[config.mk]
export PLATFORM = sky130hd
export DESIGN_NAME = spiCsCtrl
export DESIGN_NICKNAME = d
export VERILOG_FILES = /design/src/rtl/spiPkg.sv /design/src/rtl/spiCtrl.sv /design/src/rtl/spiDatapath.sv /design/src/rtl/spiCsCtrl.sv
export SDC_FILE = /design/constraint.sdc
export NUM_CORES = 1
export LEC_CHECK = 0
export BUFFER_PORTS_ARGS = -buffer_cell sky130_fd_sc_hd__buf_2
export CAP_MARGIN = 20
export CORE_ASPECT_RATIO = 0.6
export CORE_MARGIN = 2
export CORE_UTILIZATION = 50
export CTS_CLUSTER_SIZE = 14
export DETAILED_ROUTE_END_ITERATION = 10
export PLACE_DENSITY = 0.66
export SYNTH_ARGS = -nofsm -noshare
export SYNTH_HDL_FRONTEND = slang
export SYNTH_SLANG_ARGS = --single-unit
export TNS_END_PERCENT = 1
[constraint.sdc]
create_clock -name clk -period 5.8 [get_ports clk]
set_input_delay 0.58 -clock clk [delete_from_list [all_inputs] [get_ports clk]]
set_output_delay 0.58 -clock clk [all_outputs]
set_load 0.05 [all_outputs]
[src/rtl/spiPkg.sv]
package spiPkg;
  localparam int REG_W    = 32;
  localparam int ADDR_W   = 4;
  localparam int BYTE_W   = 8;
  localparam int DIV_W    = 8;
  localparam int CS_W     = 4;
  localparam int NUM_TIM  = 4;
  localparam int GAP_W    = 8;
  localparam int TIDX_W   = $clog2(NUM_TIM);
  localparam int BITCNT_W = $clog2(BYTE_W);

  localparam logic [ADDR_W-1:0] A_MODE = 4'd0;
  localparam logic [ADDR_W-1:0] A_LOCK = 4'd1;
  localparam logic [ADDR_W-1:0] A_TX   = 4'd2;
  localparam logic [ADDR_W-1:0] A_RX   = 4'd3;
  localparam logic [ADDR_W-1:0] A_STAT = 4'd4;
  localparam logic [ADDR_W-1:0] A_TIM0 = 4'd8;

  localparam int S_RXFULL = 0;
  localparam int S_TXRDY  = 1;
  localparam int S_OVR    = 2;
  localparam int S_FAULT  = 3;
  localparam int S_BUSY   = 4;

  localparam int TXPCS_LSB = 16;

  localparam logic [CS_W-1:0]  CS_NONE   = '1;
  localparam logic [REG_W-1:0] MODE_MASK = 32'hFF0F_00B7;

  typedef struct packed {
    logic [7:0] dlyCs;
    logic [3:0] padHi;
    logic [3:0] pcs;
    logic [7:0] padMid;
    logic       loopBack;
    logic       rsv6;
    logic       waitRead;
    logic       faultOff;
    logic       rsv3;
    logic       decode;
    logic       varSel;
    logic       master;
  } modeReg_t;

  typedef enum logic [1:0] {ST_IDLE, ST_GAP, ST_SHIFT} ctlState_t;

  typedef struct packed {
    logic              start;
    logic              abort;
    logic              rxRead;
    logic              ovrClear;
    logic              master;
    logic              loopBack;
    logic              slaveSel;
    logic [BYTE_W-1:0] txByte;
    logic [DIV_W-1:0]  div;
  } dpCmd_t;

  typedef struct packed {
    logic              busy;
    logic              rxFull;
    logic              overrun;
    logic [BYTE_W-1:0] rxData;
  } dpStat_t;
endpackage

[src/rtl/spiCtrl.sv]
module spiCtrl
  import spiPkg::*;
(
  input  logic              clk,
  input  logic              rstN,
  input  logic              wrEn,
  input  logic              rdEn,
  input  logic [ADDR_W-1:0] addr,
  input  logic [REG_W-1:0]  wrData,
  output logic [REG_W-1:0]  rdData,
  input  logic              faultN,
  output logic [CS_W-1:0]   pcsN,
  output dpCmd_t            cmd,
  input  dpStat_t           stat,
  output modeReg_t          modeWord,
  output logic              lockBit,
  output logic              modeFault
);
  modeReg_t          mode;
  logic              lock;
  logic [DIV_W-1:0]  timing [NUM_TIM];
  logic              txValid;
  logic [BYTE_W-1:0] txByte;
  logic [CS_W-1:0]   txPcs;
  logic              fault;
  logic [1:0]        faultSync;
  ctlState_t         state;
  logic [GAP_W-1:0]  gapCnt;
  logic [CS_W-1:0]   lines;

  logic [CS_W-1:0]   target;
  logic [TIDX_W-1:0] tIdx;
  logic              canStart;
  logic              pinLow;
  logic              busyAll;

  function automatic logic [TIDX_W-1:0] pickSlot(input logic dec, input logic [CS_W-1:0] code);
    logic [TIDX_W-1:0] slot;
    slot = TIDX_W'(NUM_TIM - 1);
    if (dec) begin
      slot = code[CS_W-1 -: TIDX_W];
    end else begin
      for (int i = NUM_TIM - 2; i >= 0; i--) begin
        if (!code[i]) slot = TIDX_W'(i);
      end
    end
    return slot;
  endfunction

  assign pinLow   = !faultSync[1];
  assign target   = mode.varSel ? txPcs : mode.pcs;
  assign tIdx     = pickSlot(mode.decode, target);
  assign canStart = txValid && mode.master && !fault && !(mode.waitRead && stat.rxFull);
  assign busyAll  = txValid || (state != ST_IDLE) || stat.busy;

  always_comb begin
    cmd          = '0;
    cmd.start    = (state == ST_IDLE) && canStart && (lines == target);
    cmd.abort    = fault || !mode.master;
    cmd.rxRead   = rdEn && (addr == A_RX);
    cmd.ovrClear = wrEn && (addr == A_STAT) && wrData[S_OVR];
    cmd.master   = mode.master;
    cmd.loopBack = mode.loopBack;
    cmd.slaveSel = pinLow;
    cmd.txByte   = txByte;
    cmd.div      = timing[tIdx];
  end

  // register writes
  always_ff @(posedge clk or negedge rstN) begin
    if (!rstN) begin
      mode    <= '0;
      lock    <= 1'b0;
      txByte  <= '0;
      txPcs   <= '0;
      for (int i = 0; i < NUM_TIM; i++) timing[i] <= '0;
    end else if (wrEn) begin
      if (addr == A_MODE && !lock) mode <= modeReg_t'(wrData & MODE_MASK);
      if (addr == A_LOCK) lock <= wrData[0];
      if (addr == A_TX && !txValid) begin
        txByte <= wrData[BYTE_W-1:0];
        txPcs  <= wrData[TXPCS_LSB +: CS_W];
      end
      for (int i = 0; i < NUM_TIM; i++) begin
        if (addr == A_TIM0 + ADDR_W'(i)) timing[i] <= wrData[DIV_W-1:0];
      end
    end
  end

  // fault detection: a new fault wins over a clear in the same cycle
  always_ff @(posedge clk or negedge rstN) begin
    if (!rstN) begin
      faultSync <= 2'b11;
      fault     <= 1'b0;
    end else begin
      faultSync <= {faultSync[0], faultN};
      if (mode.master && !mode.faultOff && pinLow) fault <= 1'b1;
      else if (wrEn && addr == A_STAT && wrData[S_FAULT]) fault <= 1'b0;
    end
  end

  // select sequencing
  always_ff @(posedge clk or negedge rstN) begin
    if (!rstN) begin
      state   <= ST_IDLE;
      gapCnt  <= '0;
      lines   <= CS_NONE;
      txValid <= 1'b0;
    end else begin
      if (wrEn && addr == A_TX && !txValid) txValid <= 1'b1;
      if (fault || !mode.master) begin
        state <= ST_IDLE;
        lines <= CS_NONE;
      end else begin
        case (state)
          ST_IDLE: begin
            if (canStart) begin
              if (lines == target) begin
                txValid <= 1'b0;
                state   <= ST_SHIFT;
              end else if (lines == CS_NONE) begin
                lines <= target;
              end else begin
                lines  <= CS_NONE;
                gapCnt <= mode.dlyCs;
                state  <= ST_GAP;
              end
            end
          end
          ST_GAP: begin
            if (gapCnt == '0) state <= ST_IDLE;
            else gapCnt <= gapCnt - 1'b1;
          end
          ST_SHIFT: begin
            if (!stat.busy) state <= ST_IDLE;
          end
          default: state <= ST_IDLE;
        endcase
      end
    end
  end

  always_comb begin
    rdData = '0;
    if (rdEn) begin
      case (addr)
        A_MODE: rdData = mode;
        A_LOCK: rdData = REG_W'(lock);
        A_RX:   rdData = REG_W'(stat.rxData);
        A_STAT: begin
          rdData[S_RXFULL] = stat.rxFull;
          rdData[S_TXRDY]  = !txValid;
          rdData[S_OVR]    = stat.overrun;
          rdData[S_FAULT]  = fault;
          rdData[S_BUSY]   = busyAll;
        end
        default: begin
          for (int i = 0; i < NUM_TIM; i++) begin
            if (addr == A_TIM0 + ADDR_W'(i)) rdData = REG_W'(timing[i]);
          end
        end
      endcase
    end
  end

  assign pcsN      = lines;
  assign modeWord  = mode;
  assign lockBit   = lock;
  assign modeFault = fault;
endmodule

[src/rtl/spiDatapath.sv]
module spiDatapath
  import spiPkg::*;
(
  input  logic    clk,
  input  logic    rstN,
  input  dpCmd_t  cmd,
  output dpStat_t stat,
  output logic    sckOut,
  output logic    mosiOut,
  input  logic    misoIn,
  output logic    misoOut,
  input  logic    sckIn,
  input  logic    mosiIn
);
  // master engine
  logic                busy;
  logic                sck;
  logic [BYTE_W-1:0]   txShift;
  logic [BYTE_W-1:0]   rxShift;
  logic [BITCNT_W-1:0] bitCnt;
  logic [DIV_W-1:0]    cnt;
  logic [DIV_W-1:0]    divHold;
  logic                rxIn;
  logic                mDone;

  // slave engine
  logic [2:0]          sckSync;
  logic [1:0]          mosiSync;
  logic [BYTE_W-1:0]   slvShift;
  logic [BYTE_W-1:0]   slvTx;
  logic [BITCNT_W-1:0] slvBits;
  logic                slvActive;
  logic                sRise;
  logic                sFall;
  logic                sDone;

  // receive holding
  logic                deliver;
  logic [BYTE_W-1:0]   newByte;
  logic [BYTE_W-1:0]   rxData;
  logic                rxFull;
  logic                overrun;

  localparam logic [BITCNT_W-1:0] LAST_BIT = BITCNT_W'(BYTE_W - 1);

  assign rxIn  = cmd.loopBack ? txShift[BYTE_W-1] : misoIn;
  assign mDone = busy && !cmd.abort && (cnt == '0) && sck && (bitCnt == LAST_BIT);

  always_ff @(posedge clk or negedge rstN) begin
    if (!rstN) begin
      busy    <= 1'b0;
      sck     <= 1'b0;
      txShift <= '0;
      rxShift <= '0;
      bitCnt  <= '0;
      cnt     <= '0;
      divHold <= '0;
    end else if (cmd.abort) begin
      busy <= 1'b0;
      sck  <= 1'b0;
    end else if (cmd.start) begin
      busy    <= 1'b1;
      sck     <= 1'b0;
      txShift <= cmd.txByte;
      bitCnt  <= '0;
      cnt     <= cmd.div;
      divHold <= cmd.div;
    end else if (busy) begin
      if (cnt != '0) begin
        cnt <= cnt - 1'b1;
      end else begin
        cnt <= divHold;
        if (!sck) begin
          sck     <= 1'b1;
          rxShift <= {rxShift[BYTE_W-2:0], rxIn};
        end else begin
          sck     <= 1'b0;
          txShift <= {txShift[BYTE_W-2:0], 1'b0};
          bitCnt  <= bitCnt + 1'b1;
          if (bitCnt == LAST_BIT) busy <= 1'b0;
        end
      end
    end
  end

  assign slvActive = !cmd.master && cmd.slaveSel;
  assign sRise     = sckSync[1] && !sckSync[2];
  assign sFall     = !sckSync[1] && sckSync[2];
  assign sDone     = slvActive && sRise && (slvBits == LAST_BIT);

  always_ff @(posedge clk or negedge rstN) begin
    if (!rstN) begin
      sckSync  <= '0;
      mosiSync <= '0;
      slvShift <= '0;
      slvTx    <= '0;
      slvBits  <= '0;
    end else begin
      sckSync  <= {sckSync[1:0], sckIn};
      mosiSync <= {mosiSync[0], mosiIn};
      if (!slvActive) begin
        slvBits <= '0;
        slvTx   <= cmd.txByte;
      end else begin
        if (sRise) begin
          slvShift <= {slvShift[BYTE_W-2:0], mosiSync[1]};
          slvBits  <= slvBits + 1'b1;
        end
        if (sFall) slvTx <= {slvTx[BYTE_W-2:0], 1'b0};
      end
    end
  end

  assign deliver = mDone || sDone;
  assign newByte = mDone ? rxShift : {slvShift[BYTE_W-2:0], mosiSync[1]};

  // arrival of a byte outranks both the read and the overrun clear
  always_ff @(posedge clk or negedge rstN) begin
    if (!rstN) begin
      rxData  <= '0;
      rxFull  <= 1'b0;
      overrun <= 1'b0;
    end else begin
      if (deliver) begin
        rxData <= newByte;
        rxFull <= 1'b1;
      end else if (cmd.rxRead) begin
        rxFull <= 1'b0;
      end
      if (deliver && rxFull && !cmd.rxRead) overrun <= 1'b1;
      else if (cmd.ovrClear) overrun <= 1'b0;
    end
  end

  assign stat.busy    = busy;
  assign stat.rxFull  = rxFull;
  assign stat.overrun = overrun;
  assign stat.rxData  = rxData;
  assign sckOut       = sck;
  assign mosiOut      = cmd.master ? txShift[BYTE_W-1] : 1'b0;
  assign misoOut      = slvActive ? slvTx[BYTE_W-1] : 1'b0;
endmodule

[src/rtl/spiCsCtrl.sv]
module spiCsCtrl
  import spiPkg::*;
(
  input  logic              clk,
  input  logic              rstN,
  input  logic              wrEn,
  input  logic              rdEn,
  input  logic [ADDR_W-1:0] addr,
  input  logic [REG_W-1:0]  wrData,
  output logic [REG_W-1:0]  rdData,
  output logic              sckOut,
  input  logic              sckIn,
  output logic              mosiOut,
  input  logic              mosiIn,
  input  logic              misoIn,
  output logic              misoOut,
  output logic [CS_W-1:0]   pcsN,
  input  logic              faultN
);
  dpCmd_t   dpCmd;
  dpStat_t  dpStat;
  modeReg_t modeWord;
  logic     lockBit;
  logic     modeFault;

  spiCtrl u_ctrl (
    .clk       (clk),
    .rstN      (rstN),
    .wrEn      (wrEn),
    .rdEn      (rdEn),
    .addr      (addr),
    .wrData    (wrData),
    .rdData    (rdData),
    .faultN    (faultN),
    .pcsN      (pcsN),
    .cmd       (dpCmd),
    .stat      (dpStat),
    .modeWord  (modeWord),
    .lockBit   (lockBit),
    .modeFault (modeFault)
  );

  spiDatapath u_dp (
    .clk     (clk),
    .rstN    (rstN),
    .cmd     (dpCmd),
    .stat    (dpStat),
    .sckOut  (sckOut),
    .mosiOut (mosiOut),
    .misoIn  (misoIn),
    .misoOut (misoOut),
    .sckIn   (sckIn),
    .mosiIn  (mosiIn)
  );
endmodule

==> results of run 1 <==
## worst min path at each step
stage                          end  slack, ns  depth (start not counted)
2_1_floorplan       u_ctrl.cmd[17]       0.28                          0
3_3_place_gp      u_dp.mosiSync[1]       0.33                          0
3_5_place_dp       u_dp.sckSync[1]       0.34                          0
4_1_cts        u_ctrl.modeWord[24]       0.23                          1
5_1_grt        u_ctrl.faultSync[0]       0.23                          1
6_report       u_ctrl.modeWord[24]       0.18                          1
## cell usage after synthesis (4+ instances only)
cell type / number
dfrtp_1: 145
mux2_2: 93
nand2_1: 57
o21ai_0: 47
nor2_1: 45
a21oi_1: 44
mux2i_1: 38
clkbuf_1: 26
nand3_1: 18
nor3_1: 17
and2_1: 15
inv_1: 15
nand2b_1: 13
buf_4: 12
and3_1: 11
a31oi_1: 8
ha_1: 7
a22oi_1: 6
a2bb2oi_1: 6
dfstp_2: 6
a211oi_1: 5
a22o_1: 5
nand4_1: 4
o22a_1: 4
o22ai_1: 4
xnor2_1: 4
## flip-flops by register name, summed over array words and instances (netlist names), 7 cells and up
register / flops
u_ctrl.timing: 32
u_dp.rxData: 8
u_dp.divHold: 8
u_ctrl.txByte: 8
u_dp.txShift: 8
u_dp.rxShift: 8
u_dp.slvTx: 8
u_ctrl.modeWord: 16
u_dp.cnt: 8
u_ctrl.gapCnt: 8
u_dp.slvShift: 7
## critical path, cell delays in order, from the launching register on
cell     delay (ns)
dfrtp_1        0.63
mux2i_1        0.43
xnor2_1        0.18
or4_4          0.56
nor4_4         0.77
buf_4          0.34
mux2i_1        0.24
## kinds of logic after synthesis
kind of cell | count (synthesis)
AND/OR/NAND/NOR | 200
other | 1
adder cells (fa/ha/maj) | 7
flip-flops | 151
AO/OA/AOI/OAI | 158
XOR/XNOR | 7
buffers and inverters | 61
multiplexers | 135
## per-layer routing
metal	part of all wire	wire (µm)	vias to the layer above
li1	-	-	2714
met1	0.49	9728	3019
met2	0.42	8366	204
met3	0.072	1420	16
met4	0.010	207	0
met5	0	0	-
## stage by stage
step                      hold WS [ns]    util
after global placement          0.3339  0.5345
after global routing            0.2291  0.5752
after detailed placement        0.3404  0.5350
after floorplan                 0.2844       -
final                           0.1756  0.5754
after CTS                       0.2265  0.5752
## cell type report
type	count	area, µm²	area share
timing repair buffer	66	356.6	0.04067
clock inverter	15	187.7	0.02140
antenna	1	2.502	0.0002854
tap	203	254.0	0.02897
clock buffer	17	425.4	0.04852
sequential	151	3786	0.4318
multi-input combinational	519	3696	0.4215
inverter	16	60.06	0.006849
## report_power, final
group	leakage, µW	internal (µW)	switching, µW
registers	0.00194	1230	173
logic	0.00184	304	415
clock network	0.000294	585	532
==> flow_summary.json, run 1 <==
{
  "status": "finished clean",
  "synth_cell_type_count": 66,
  "synth-seq-cells": 151,
  "endpoint": "u_dp.cnt[7]",
  "setup_tns_ns": 0,
  "syn_to_final_growth_pct": 13.45,
  "start_util": 0.5071,
  "synthCells": 720,
  "cts_tree": "built",
  "rsz0062_at_grt": "no",
  "drc": 0,
  "grt.total_usage": 0.2524,
  "synth_top_family_by_area": "multiplexers",
  "grt_max_degree": 88,
  "r2r_cells": 6,
  "min_period_ns": 3.248,
  "via_per_inst": 6.025,
  "synth-edff-count": 0,
  "maxSlewHeadroom": 0.3066,
  "hold_buffers": 0,
  "grt_most_used_layer": "met1",
  "portBuffers": 58,
  "post_cts_buffers": 0,
  "powerDensity_nw_per_um2": 369.8,
  "required_ns": 6.14,
  "skew_ns": 0.01018,
  "finalSetupViolCount": 0,
  "crit_path_start_kind": "register",
  "synth-xor-area-share": 0.007933,
  "drive_gt1_frac": 0.2640,
  "peakVddDrop_v": 0.0001727,
  "synth_top_cell_by_area": "dfrtp_1",
  "synth_ff_type": "dfrtp_1",
  "clk_pin_slew_worst_paths_ns": 0.07,
  "place_area_um2": 8153,
  "wl_per_cell_um": 19.96,
  "cts.sinks": 151,
  "endpoint_kind": "register",
  "arrival_ns": 3.59,
  "muxShareOfSynthArea": 0.1923,
  "drv_slew": 0,
  "fillers": 1301,
  "drtIter0Drc": 522,
  "dp_slack_ns": 2.597,
  "totalPowerFinal_uw": 3242,
  "worst_slack_ns": 2.552,
  "root_buffer": "clkbuf_16",
  "hold_viol": 0,
  "hp-class": "in -> async",
  "yosysSeqAreaShare": 0.4899,
  "tightest_slew_ns": 1.036,
  "layout.cells.non_filler": 988,
  "reg2reg_from": "u_ctrl.modeWord[1]",
  "place.gp.congestion": 0.8870,
  "design.core.area_um2": 15240,
  "io_pins": 83,
  "synth_area_um2": 7729,
  "vias": 5953,
  "synth_top_area_share": 0.4695,
  "dr.pass1.iters": 5,
  "crit_type": "reg -> reg",
  "clk_latency_ns": 0.43,
  "synth_fa_ha_area_frac": 0.01133,
  "max-cap-violations": 0,
  "die_h_um": 100.3,
  "final_common_cell": "dfrtp_1",
  "layout_common_cells": "145 x dfrtp_1, 93 x mux2_2, 57 x nand2_1, 57 x buf_2, 47 x o21ai_0",
  "drt-total-wl_um": 19720,
  "met1_usage": 0.3866,
  "cts.repair.resized": 0,
  "row_count": 35,
  "htree_levels": 4,
  "synth_compound_area_frac": 0.1300,
  "grt_first_pass_wirelength_um": 31910,
  "antenna_found_initial": 0,
  "clock.fmax_mhz": 307.9,
  "p_leak_uw": 0.004078,
  "crit_path_max_fanout": 12,
  "hpwl_um": 14040,
  "r2r-end": "u_dp.cnt[7]",
  "r2r_slack_ns": 2.55,
  "startpoint": "u_ctrl.modeWord[1]",
  "syn_area_per_cell_um2": 10.73,
  "gr-usage-met3": 0.05744,
  "dieArea_um2": 16500,
  "cts_buffers": 17,
  "synth-async-reset-ratio": 1.000,
  "fin_area_um2": 8768,
  "drtAntennaViolNets": 0,
  "synth_warnings": 0,
  "overflow": 0,
  "finalCritPeriodShare": 0.5599,
  "die-width_um": 164.5,
  "use_met2": 0.3637,
  "synth_area_leaders": "dfrtp_1 47%, mux2_2 14%, mux2i_1 4.9%",
  "clk_path_buf_depth": 2,
  "dp_cells": 955,
  "first_global_vias": 5888,
  "yosys.area_share.simple": 0.1294,
  "nNetsFinal": 822
}
Power figures use the tool's default switching activity.
==> inputs of run 2 (changes only) <==
--- a/config.mk
+++ b/config.mk
@@ -5,6 +5,7 @@
 export SDC_FILE = /design/constraint.sdc
 export NUM_CORES = 1
 export LEC_CHECK = 0
+export ABC_AREA = 1
 export BUFFER_PORTS_ARGS = -buffer_cell sky130_fd_sc_hd__buf_2
 export CAP_MARGIN = 20
 export CORE_ASPECT_RATIO = 0.6
==> constraint.sdc (replaced) <==
create_clock -name clk -period 3.17 [get_ports clk]
set_input_delay 0.317 -clock clk [delete_from_list [all_inputs] [get_ports clk]]
set_output_delay 0.317 -clock clk [all_outputs]
set_load 0.05 [all_outputs]
==> run 2 against run 1 <==
Effect of this change:
- synthesized cell count rose by 41%
- clock power increased by 84%
- final cell count is 31% higher
- critical path type is now in -> out
- non-clock buffer count is 6 higher
- largest power group unchanged
- combinational power grew 54%
- design area is 0.74% higher
- total power rose by 71%
- global-route usage increased by 0.73 points
- sequential share of layout area down 0.32 points
==> flow_summary.json, run 2 <==
{
  "status": "finished clean",
  "worst_slack_ns": 0.5100,
  "reg2reg_from": "u_dp.cnt[0]",
  "fin_area_um2": 8833,
  "r2r-end": "u_dp.bitCnt[1]",
  "min_period_ns": 2.660,
  "first_global_vias": 6145,
  "crit_family": "simple AND/OR/NAND/NOR gates",
  "drtAntennaViolNets": 0,
  "max-cap-violations": 0,
  "grt_first_pass_wirelength_um": 32930,
  "synth_ff_type": "dfrtp_1",
  "crit_path_start_kind": "input port",
  "synth_area_leaders": "dfrtp_1 47%, nand2_1 16%, o21ai_0 6.6%",
  "hold_path.startpoint": "wrData[2]",
  "setup_tns_ns": 0,
  "hp-class": "in -> reg",
  "synth_cell_type_count": 40,
  "nNetsFinal": 1126,
  "row_count": 35,
  "powerDensity_nw_per_um2": 628.3,
  "design.core.area_um2": 15280,
  "antenna_found_initial": 0,
  "dr.pass1.iters": 7,
  "arrival_ns": 2.34,
  "hold_viol": 0,
  "synth_commonest_cells": "321 x nand2_1, 145 x dfrtp_1, 115 x inv_1, 103 x o21ai_0, 83 x nand3_1",
  "cts.sinks": 151,
  "cts_buffers": 17,
  "critPathMaxStageDelay_ns": 0.38,
  "drtIter0Drc": 605,
  "vias": 6707,
  "synthMostInstantiatedCell": "nand2_1",
  "synthCells": 1012,
  "synth-edff-count": 0,
  "grt_max_degree": 68,
  "required_ns": 2.85,
  "drv_slew": 0,
  "hpwl_um": 14280,
  "place_area_um2": 8195,
  "clk_path_buf_depth": 2,
  "peakVddDrop_v": 0.0003814,
  "r2r_slack_ns": 0.96,
  "layout_common_cells": "321 x nand2_1, 145 x dfrtp_1, 115 x inv_1",
  "largest_reg_flops": 32,
  "synth_warnings": 0,
  "start_util": 0.5078,
  "drt-total-wl_um": 20070,
  "die_h_um": 100.5,
  "synth-async-reset-ratio": 1.000,
  "syn_area_per_cell_um2": 7.669,
  "dieArea_um2": 16570,
  "finalSetupViolCount": 0,
  "layout.cells.non_filler": 1291,
  "synth_top_cell_by_area": "dfrtp_1",
  "cts_tree": "built",
  "min_path_cells": 3,
  "drive_gt1_frac": 0.1324,
  "clk_pin_slew_worst_paths_ns": 0.06,
  "portBuffers": 58,
  "overflow": 0,
  "grt.total_usage": 0.2597,
  "p_leak_uw": 0.004646,
  "die-width_um": 164.8,
  "rsz0062_at_grt": "no",
  "final_common_cell": "nand2_1",
  "crit_path_max_fanout": 13,
  "skew_ns": 0.01137,
  "finalCritPeriodShare": 0.8391,
  "dp_cells": 1255,
  "wl_per_cell_um": 15.54,
  "htree_levels": 4,
  "drc": 0,
  "tightest_slew_ns": 0.8283,
  "synth_top_area_share": 0.4675,
  "synth-seq-cells": 151,
  "crit_slowest_cell": "nor3_1",
  "cts.repair.resized": 0,
  "dp_slack_ns": 0.5708,
  "critPathBufInv": 3,
  "crit_chain": "buf_2, nor2_1, nand3_1, nand2_1, inv_1, o21ai_0, nor3_1, nor3_1, buf_2",
  "min_to": "u_ctrl.timing[10]",
  "io_pins": 83,
  "top_register": "u_ctrl.timing",
  "clock.fmax_mhz": 375.9,
  "antenna_cells": 0,
  "crit_type": "in -> out",
  "root_buffer": "clkbuf_16",
  "endpoint_kind": "output pin",
  "syn_to_final_growth_pct": 13.82,
  "maxSlewHeadroom": 0.4458,
  "r2r_cells": 9,
  "utilization": 0.5780,
  "yosysSeqAreaShare": 0.4878,
  "via_per_inst": 5.195,
  "place.gp.congestion": 0.9011,
  "synth_area_um2": 7761,
  "clk_latency_ns": 0.43
}
-- run 2: tightest hold or removal path, cell delays in order --
cell	delay [ns]
buf_2	0.09
nand2_1	0.04
o21ai_0	0.05
-- run 2: timing repair --
item	4_1_cts	5_1_grt
setup buffers	0	0
hold buffers	4	0
hold endpoints to repair	53	0
-- run 2: metal layers --
| metal | share of wire | global-route usage | vias up |
|---|---|---|---|
| li1 | - | - | 3354 |
| met1 | 0.53 | 0.4220 | 3114 |
| met2 | 0.39 | 0.3479 | 214 |
| met3 | 0.070 | 0.05101 | 25 |
| met4 | 0.011 | 0.06890 | 0 |
| met5 | 0 | 0 | - |
-- run 2: how the worst max path moves through the flow --
stage | from | end | depth (start not counted)
6_report | addr[1] | rdData[2] | 9
3_5_place_dp | addr[1] | rdData[2] | 9
5_1_grt | addr[1] | rdData[2] | 9
4_1_cts | addr[1] | rdData[2] | 9
2_1_floorplan | addr[3] | rdData[6] | 8
3_3_place_gp | addr[1] | rdData[2] | 9
-- run 2: where the power goes --
| part | switching [µW] | internal, µW | total, µW | leakage [µW] |
|---|---|---|---|---|
| combinational | 762 | 344 | 1110 | 0.00242 |
| sequential | 179 | 2200 | 2380 | 0.00193 |
| clock | 921 | 1140 | 2060 | 0.000295 |
| total | 1860 | 3690 | 5550 | 0.00465 |
-- run 2: kinds of logic after synthesis --
kind of cell    after synthesis  share of synthesized area
flops                       151                     0.4878
xor+xnor                      4                   0.004513
buf+inv                     162                    0.09141
compound gates              151                     0.1037
other cells                   1                  0.0004832
simple gates                530                     0.2921
fa+ha+maj                     7                    0.01128
mux                           6                   0.008705
-- run 2: per-stage QoR --
stage | total power (µW) | hold slack, ns
after detailed placement | 3499 | 0.3128
after global routing | 5846 | 0.1226
final | 5550 | 0.1185
after floorplan | 3182 | 0.02141
after global placement | 3479 | 0.3117
after CTS | 5558 | 0.1096
-- run 2: final cells by class --
class / count / area [µm²]
fillers: 1417 / 6450
flip-flops and latches: 151 / 3786
multi-input cells: 710 / 3307
inverters: 123 / 464.2
clock buffers: 18 / 439.2
repair buffers: 72 / 424.2
well taps: 203 / 254.0
clock inverters: 14 / 158.9
